<file path="src/rtl/deferred_dma_bridge.sv">
module deferred_dma_bridge #(
  parameter int IO_W = 16,
  parameter int NCH = 8,
  parameter int REG_W = 4,
  parameter int LEGACY_CH = 4,
  parameter logic [IO_W-1:0] CTRL_BASE = '0,
  parameter logic [REG_W-1:0] CTRL_REG = '1
) (
  input  logic                            clk,
  input  logic                            rst_n,
  input  logic                            t_req,
  input  logic [$clog2(NCH)+REG_W-1:0]    t_addr,
  input  logic                            t_write,
  input  logic [1:0]                      t_be,
  input  logic [15:0]                     t_wdata,
  output logic                            t_retry,
  output logic                            t_ack,
  output logic                            t_pass,
  output logic [15:0]                     t_rdata,
  output logic                            i_req,
  input  logic                            i_gnt,
  output logic                            i_valid,
  output logic                            i_write,
  output logic [IO_W-1:0]                 i_addr,
  output logic [7:0]                      i_wdata,
  input  logic [7:0]                      i_rdata,
  input  logic                            i_done,
  input  logic [NCH*IO_W-1:0]             bp_table
);
  localparam int CH_W = $clog2(NCH);
  localparam int LOC_W = CH_W + REG_W;

  typedef enum logic [1:0] {S_IDLE, S_REQ, S_XFER, S_DONE} st_t;
  st_t st;

  logic [LOC_W-1:0] l_addr;
  logic             l_wr;
  logic [1:0]       l_be;
  logic [15:0]      l_wd;
  logic [15:0]      merged;
  logic [1:0]       step;

  wire [CH_W-1:0]  t_ch   = t_addr[LOC_W-1:REG_W];
  wire [IO_W-1:0]  t_bp   = bp_table[t_ch*IO_W +: IO_W];
  wire             t_dist = (t_ch != CH_W'(LEGACY_CH)) && t_bp[0];
  wire             t_match = (st == S_DONE) && (t_addr == l_addr) &&
                             (t_write == l_wr) && (t_be == l_be);

  wire [CH_W-1:0]  l_ch    = l_addr[LOC_W-1:REG_W];
  wire [REG_W-1:0] l_reg   = l_addr[REG_W-1:0];
  wire [IO_W-1:0]  l_bp    = bp_table[l_ch*IO_W +: IO_W];
  wire             two     = (l_be == 2'b11);
  wire             hi_lane = (l_be == 2'b10);
  wire             has_ctl = (l_reg == CTRL_REG);
  wire [1:0]       n_per   = two ? 2'd2 : 2'd1;
  wire [1:0]       last    = has_ctl ? n_per : n_per - 2'd1;
  wire             is_ctl  = has_ctl && (step == n_per);
  wire             step_hi = two ? (step == 2'd1) : hi_lane;
  wire [7:0]       first_b = hi_lane ? l_wd[15:8] : l_wd[7:0];

  assign i_req   = (st == S_REQ) || (st == S_XFER);
  assign i_valid = (st == S_XFER);
  assign i_write = l_wr;
  assign i_addr  = is_ctl ? (CTRL_BASE | IO_W'(l_addr))
                          : {l_bp[IO_W-1:LOC_W], l_addr};
  assign i_wdata = is_ctl ? first_b : (step_hi ? l_wd[15:8] : l_wd[7:0]);

  always_ff @(posedge clk) begin
    if (!rst_n) begin
      st      <= S_IDLE;
      l_addr  <= '0;
      l_wr    <= 1'b0;
      l_be    <= '0;
      l_wd    <= '0;
      merged  <= '0;
      step    <= '0;
      t_retry <= 1'b0;
      t_ack   <= 1'b0;
      t_pass  <= 1'b0;
      t_rdata <= '0;
    end else begin
      t_retry <= 1'b0;
      t_ack   <= 1'b0;
      t_pass  <= 1'b0;
      t_rdata <= '0;

      if (t_req) begin
        if (!t_dist) begin
          t_pass <= 1'b1;
        end else if (t_match) begin
          t_ack   <= 1'b1;
          t_rdata <= l_wr ? 16'h0000 : merged;
          st      <= S_IDLE;
        end else begin
          t_retry <= 1'b1;
          if (st == S_IDLE) begin
            l_addr <= t_addr;
            l_wr   <= t_write;
            l_be   <= t_be;
            l_wd   <= t_wdata;
            merged <= '0;
            step   <= '0;
            st     <= S_REQ;
          end
        end
      end

      case (st)
        S_REQ: if (i_gnt) st <= S_XFER;
        S_XFER: if (i_done) begin
          if (!l_wr) begin
            if (is_ctl) begin
              if (hi_lane) merged[15:8] <= merged[15:8] | i_rdata;
              else         merged[7:0]  <= merged[7:0]  | i_rdata;
            end else if (step_hi) begin
              merged[15:8] <= i_rdata;
            end else begin
              merged[7:0] <= i_rdata;
            end
          end
          if (step == last) st <= S_DONE;
          else              step <= step + 2'd1;
        end
        default: ;
      endcase
    end
  end
endmodule

</file>
<file path="config.mk">
export PLATFORM = sky130hd
export DESIGN_NAME = deferred_dma_bridge
export DESIGN_NICKNAME = d
export VERILOG_FILES = /design/src/rtl/deferred_dma_bridge.sv
export SDC_FILE = /design/constraint.sdc
export NUM_CORES = 1
export LEC_CHECK = 0
export ABC_AREA = 1
export BUFFER_PORTS_ARGS = -buffer_cell sky130_fd_sc_hd__buf_2
export CORE_MARGIN = 4
export CORE_UTILIZATION = 36
export DETAILED_ROUTE_END_ITERATION = 8
export PLACE_DENSITY = 0.69
export SLEW_MARGIN = 20
export SYNTH_ARGS = -nofsm -noshare
export SYNTH_HDL_FRONTEND = slang
export SYNTH_SLANG_ARGS = --single-unit
</file>
<file path="constraint.sdc">
create_clock -name clk -period 2 [get_ports clk]
set_input_delay 0.6 -clock clk [delete_from_list [all_inputs] [get_ports clk]]
set_output_delay 0.6 -clock clk [all_outputs]
set_load 0.02 [all_outputs]
</file>
=== Word-level counts from Yosys, hierarchy flattened ===
Cells that the tools add are included.

* Output and inout bits: 46
* Flip-flop bits (word level): 65
* Logic and storage cells: 82

* Equality and inequality tests: 13
* Add/subtract/negate cells: 2
* Muxes and demuxes: 37
* Shift-type cells: 2
* Bitwise logic cells: 6
* Reductions and logical operators: 11

{| class="wikitable"
|+ Operator list
! kind !! count
|-
| $mux W16 || 9
|-
| $shiftx A128 B8 Y1 || 1
|-
| $shiftx A128 B8 Y16 || 1
|-
| $mux W8 || 7
|-
| $mux W2 || 16
|-
| $or A8 B8 Y8 || 2
|-
| $eq A2 B2 Y1 const B || 4
|-
| $eq A7 B7 Y1 || 1
|-
| $eq A2 B2 Y1 || 3
|-
| $logic_and A1 B1 Y1 || 5
|-
| $reduce_or A5 Y1 || 1
|-
| $eq A2 B1 Y1 const B || 2
|-
| $eq A4 B4 Y1 const B || 1
|-
| $mux W1 || 4
|-
| $not A1 Y1 || 4
|-
| $pmux W2 S2 || 1
|-
| $reduce_and A4 Y1 || 1
|-
| $ne A3 B3 Y1 const B || 1
|-
| $reduce_and A3 Y1 || 1
|-
| $add A2 B1 Y2 const B || 1
|-
| $logic_not A2 Y1 || 1
|-
| $reduce_and A2 Y1 || 1
|-
| $sub A2 B1 Y2 const B || 1
|-
| $eq A1 B1 Y1 || 1
|-
| $logic_or A1 B1 Y1 || 1
|}

=== Logic depth before layout (Yosys ltp) ===
* Depth in word-level cells: 12
* Mapped depth: 15
* Depth with buffers taken out: 14

=== Worst setup path before layout ===
No wires, ideal clock.

* Kind: register to output
* Start point: register l_addr[5]
* End point: output port i_addr[14]
* Path buffers: 2
* Stages on the path, launching flop included: 6
* Arrival: 1.755 ns
* Data required time: 1.400 ns
* Setup slack: -0.355 ns
* Cells stage by stage: dfxtp_1 > clkbuf_1 > clkbuf_1 > o21ai_0 > o221a_2 > nor3_1

* Longest elaborated chain between the ends: 2

{| class="wikitable"
|+ RTL lines
! element !! RTL line !! RTL
|-
| start, declared || 36 || <nowiki>logic [LOC_W-1:0] l_addr;</nowiki>
|-
| start signal, assigned || 97 || <nowiki>l_addr <= t_addr;</nowiki>
|-
| $shiftx A128 B8 Y16 || 51 || <nowiki>wire [IO_W-1:0] l_bp = bp_table[l_ch*IO_W +: IO_W];</nowiki>
|-
| $mux W16 || 64 || <nowiki>assign i_addr = is_ctl ? (CTRL_BASE | IO_W'(l_addr))</nowiki>
|-
| end, declared || 24 || <nowiki>output logic [IO_W-1:0] i_addr,</nowiki>
|}

No other way between the ends.

=== Worst setup path in the final report ===
* Start point: register step[1]
* End point: output port i_wdata[4]

* Longest elaborated chain between the ends: 4
* Elaborated cells on any way between the ends: 6
* Classes of those cells: 2 x eq/ne; 3 x mux; 1 x reduce/logical

{| class="wikitable"
|+ RTL lines
! element !! RTL line !! RTL
|-
| start, declared || 41 || <nowiki>logic [1:0] step;</nowiki>
|-
| start signal, assigned || 122 || <nowiki>else step <= step + 2'd1;</nowiki>
|-
| $eq A2 B1 Y1 || 58 || <nowiki>wire step_hi = two ? (step == 2'd1) : hi_lane;</nowiki>
|-
| $mux W1 || 58 ||
|-
| $mux W8 || 66 || <nowiki>assign i_wdata = is_ctl ? first_b : (step_hi ? l_wd[15:8] : l_wd[7:0]);</nowiki>
|-
| $mux W8 (*) || 66 ||
|-
| end, declared || 25 || <nowiki>output logic [7:0] i_wdata,</nowiki>
|}

Every way passes the cells marked *; elsewhere a longest branch is shown, timed or not.

==> metrics <==
Area Overhead vs Synth 50.99%; Mapped Cells between 600 and 700; pin count of the biggest net entering global routing 52; Synth Register Bits 65; Filler cells 1020; CP required around 1.4 ns; count leader, synth nand2_1; Fin. Hold Viols 0; count of cell types in the netlist 34; antenna-violating nets left 0; Tmin final 2.446 ns; Post-synth EDFFs 0; Die Height about 110 um; clk slew on worst S/H paths 0.08 ns; GRT met3 Usage 0.04920; Post-synth ARST share 0; post-route setup TNS -6.676 ns; Cell Count Post-Placement 907; net count after synthesis a little under 800; Syn. warnings 0; hold path depth 2; Remaining DRCs 0; status finished, violations left; Total GRT Usage 0.2009; Seq/Total Area, Yosys 0.3265; Synth top area share 0.3265; critical path launch point type register; drt pass-1 iters 5; total chip power 3811 uW; post-synth top area cell dfxtp_1; P_leak 0.002803 uW; combinational share of power 0.334; CTS Buf Count 9; critical path arrival between 1.5 and 2 ns; GP Congestion 0.9920; syn avg cell area 6.598 sq um; Initial Utilization 0.3676; I/O Pins between 200 and 250; worst setup margin -0.4458 ns; die area 12820 sq um; initial antenna violation count 1; max-cap viol count 0; clk root buf clkbuf_8; reg2reg path depth 12; H-Tree Depth 3; area of the multi-input gates approximately 2400 sq um; met1 Use GR 0.2234; Finished Cell Area 6017 sq um; Worst-Margin Slew 0.3449 ns; Seq pwr share 0.365; Synth top cells by count nand2_1, o21ai_0, inv_1; IO buf count 163; Final Setup Violations 17; placed wire-length estimate ~10 mm; most common flop cell mapped by yosys dfxtp_1; register area 1324 sq um; clock network power share 0.300; vias around 4900; Routed WL 14.11 mm; CTS tree built; synth top area cells dfxtp_1, o21ai_0, nand2_1; first-pass GRT wire length 21.15 mm; CP endpoint kind output port; WS Path Type reg -> out; Hold Crit Start merged[0]$_SDFF_PN0_; site row count 38; pwr/cell area 633.4 nW/um^2; Internal 2519 uW; Slew headroom 0.7677; n_diodes 0; RSZ-0062 raised after global routing yes; min-delay worst type reg -> reg; Worst-Skew Late Latency 0.36 ns; mapped cell area 3985 sq um; Post-DP Area 5339 sq um; share of post-route cells with drive strength above 1 0.3983; max-slew violations 0; R2R Path End step[1]$_SDFF_PN0_; Final Cycle Share 1.223; Clock Skew 0.008721 ns; GRT Max-Usage Layer met2; core box area ~11000 sq um; worst reg2reg setup slack 0.03 ns; reg2reg start l_addr[0]$_SDFFE_PN0P_; met2 usage 0.3661; switching power 1292 uW; CTS max path bufs 2; die width 113.2 um; GRT overflow 0; peak supply drop 0.4175 mV; wire per inst 14.99 um; Worst Hold End t_rdata[0]$_SDFF_PP0_; non-filler cells, final 941; Layout Nets 969; failing checks negative setup slack; crit path max fanout 16; Clock Sinks 65; max frequency 0.4089 GHz; vias per inst 5.185; drt first-iter violations 382; vias in the first global route between 4000 and 5000; sw frac 0.3390
-- per-stage QoR --
| stage | setup WS [ns] | utilization | hold slack, ns |
|---|---|---|---|
| 3_5_place_dp | -0.06826 | 0.4925 | 0.4162 |
| 4_1_cts | -0.4306 | 0.5254 | 0.4300 |
| 6_report | -0.4458 | 0.5551 | 0.4274 |
| 3_3_place_gp | -0.01719 | 0.4925 | 0.4196 |
| 2_1_floorplan | -0.0009009 | - | 0.4084 |
| 5_1_grt | -0.5220 | 0.5551 | 0.4504 |
-- worst max-delay path, cell delays in order (launching register included) --
cell      delay, ns
dfxtp_2        0.34
inv_2          0.05
or2_1          0.22
o21ai_2        0.18
nand2_2        0.11
buf_12         0.18
o211ai_1       0.14
o21ai_4        0.09
buf_2          0.17
-- logic make-up after synthesis --
logic type | after synthesis | share of synthesized area
AOI/OAI and AO/OA | 183 | 0.2675
DFF | 65 | 0.3265
buffers and inverters | 125 | 0.1287
and+or+nand+nor | 223 | 0.2540
xor gates and xnor gates | 2 | 0.004396
adders and majority gates | 6 | 0.01884
-- state kept, by name, summed over array words and instances (netlist names), 2 cells and up --
| name | flops |
|---|---|
| t_rdata | 16 |
| l_wd | 16 |
| st | 2 |
| l_be | 2 |
| step | 2 |
| l_addr | 7 |
| merged | 16 |
-- layout make-up --
cell class                      count  area share
Inverter                           92     0.05968
Clock buffer                        9     0.02059
Sequential cell                    65      0.2200
Clock inverter                      7     0.01289
Tap cell                          140     0.02911
Multi-Input combinational cell    414      0.4055
Timing Repair Buffer              214      0.2522
-- worst max path at each step --
stage          slack [ns]              startpoint  cells after the start                 end
3_5_place_dp        -0.07  l_addr[1]$_SDFFE_PN0P_                     12  step[1]$_SDFF_PN0_
6_report            -0.45      step[1]$_SDFF_PN0_                      8          i_wdata[4]
2_1_floorplan     -0.0009  l_addr[5]$_SDFFE_PN0P_                      5          i_addr[14]
3_3_place_gp        -0.02    l_be[1]$_SDFFE_PN0P_                      9          i_wdata[4]
5_1_grt             -0.52      step[1]$_SDFF_PN0_                      8          i_wdata[4]
4_1_cts             -0.43  l_addr[0]$_SDFFE_PN0P_                      7          i_wdata[4]
-- timing repair --
action / 4_1_cts / 5_1_grt
gates resized for setup: 35 / 41
cloned: 2 / 5
pin swaps: 11 / 13
setup buffers: 1 / 10
hold buffers: 0 / 0
endpoints found under the setup margin: 18 / 60
-- cells in the final DEF (no fill, tap or decap), drive strengths merged, types with 3 or more instances in the layout --
cell type / count
a21oi: 52
buf: 209
clkbuf: 14
clkinv: 3
dfxtp: 65
ha: 6
inv: 93
nand2: 108
nand3: 21
nand4: 6
nor2: 71
nor3: 14
o211ai: 12
o21ai: 97
o221a: 18
-- metal layers --
metal | up-vias | share of wire
met5 | - | 0.00092
met4 | 2 | 0.027
met3 | 40 | 0.085
met2 | 221 | 0.51
met1 | 2238 | 0.38
li1 | 2378 | -
-- power by group through the flow --
stage	Sequential [uW]	Clock [uW]	Combinational [uW]
finish	1390	1140	1270
floorplan	1430	0	674
global placement	1410	0	1050
CTS	1390	1170	1160
global route	1400	1210	1380
detailed placement	1420	0	1080
Power figures use the tool's default switching activity.
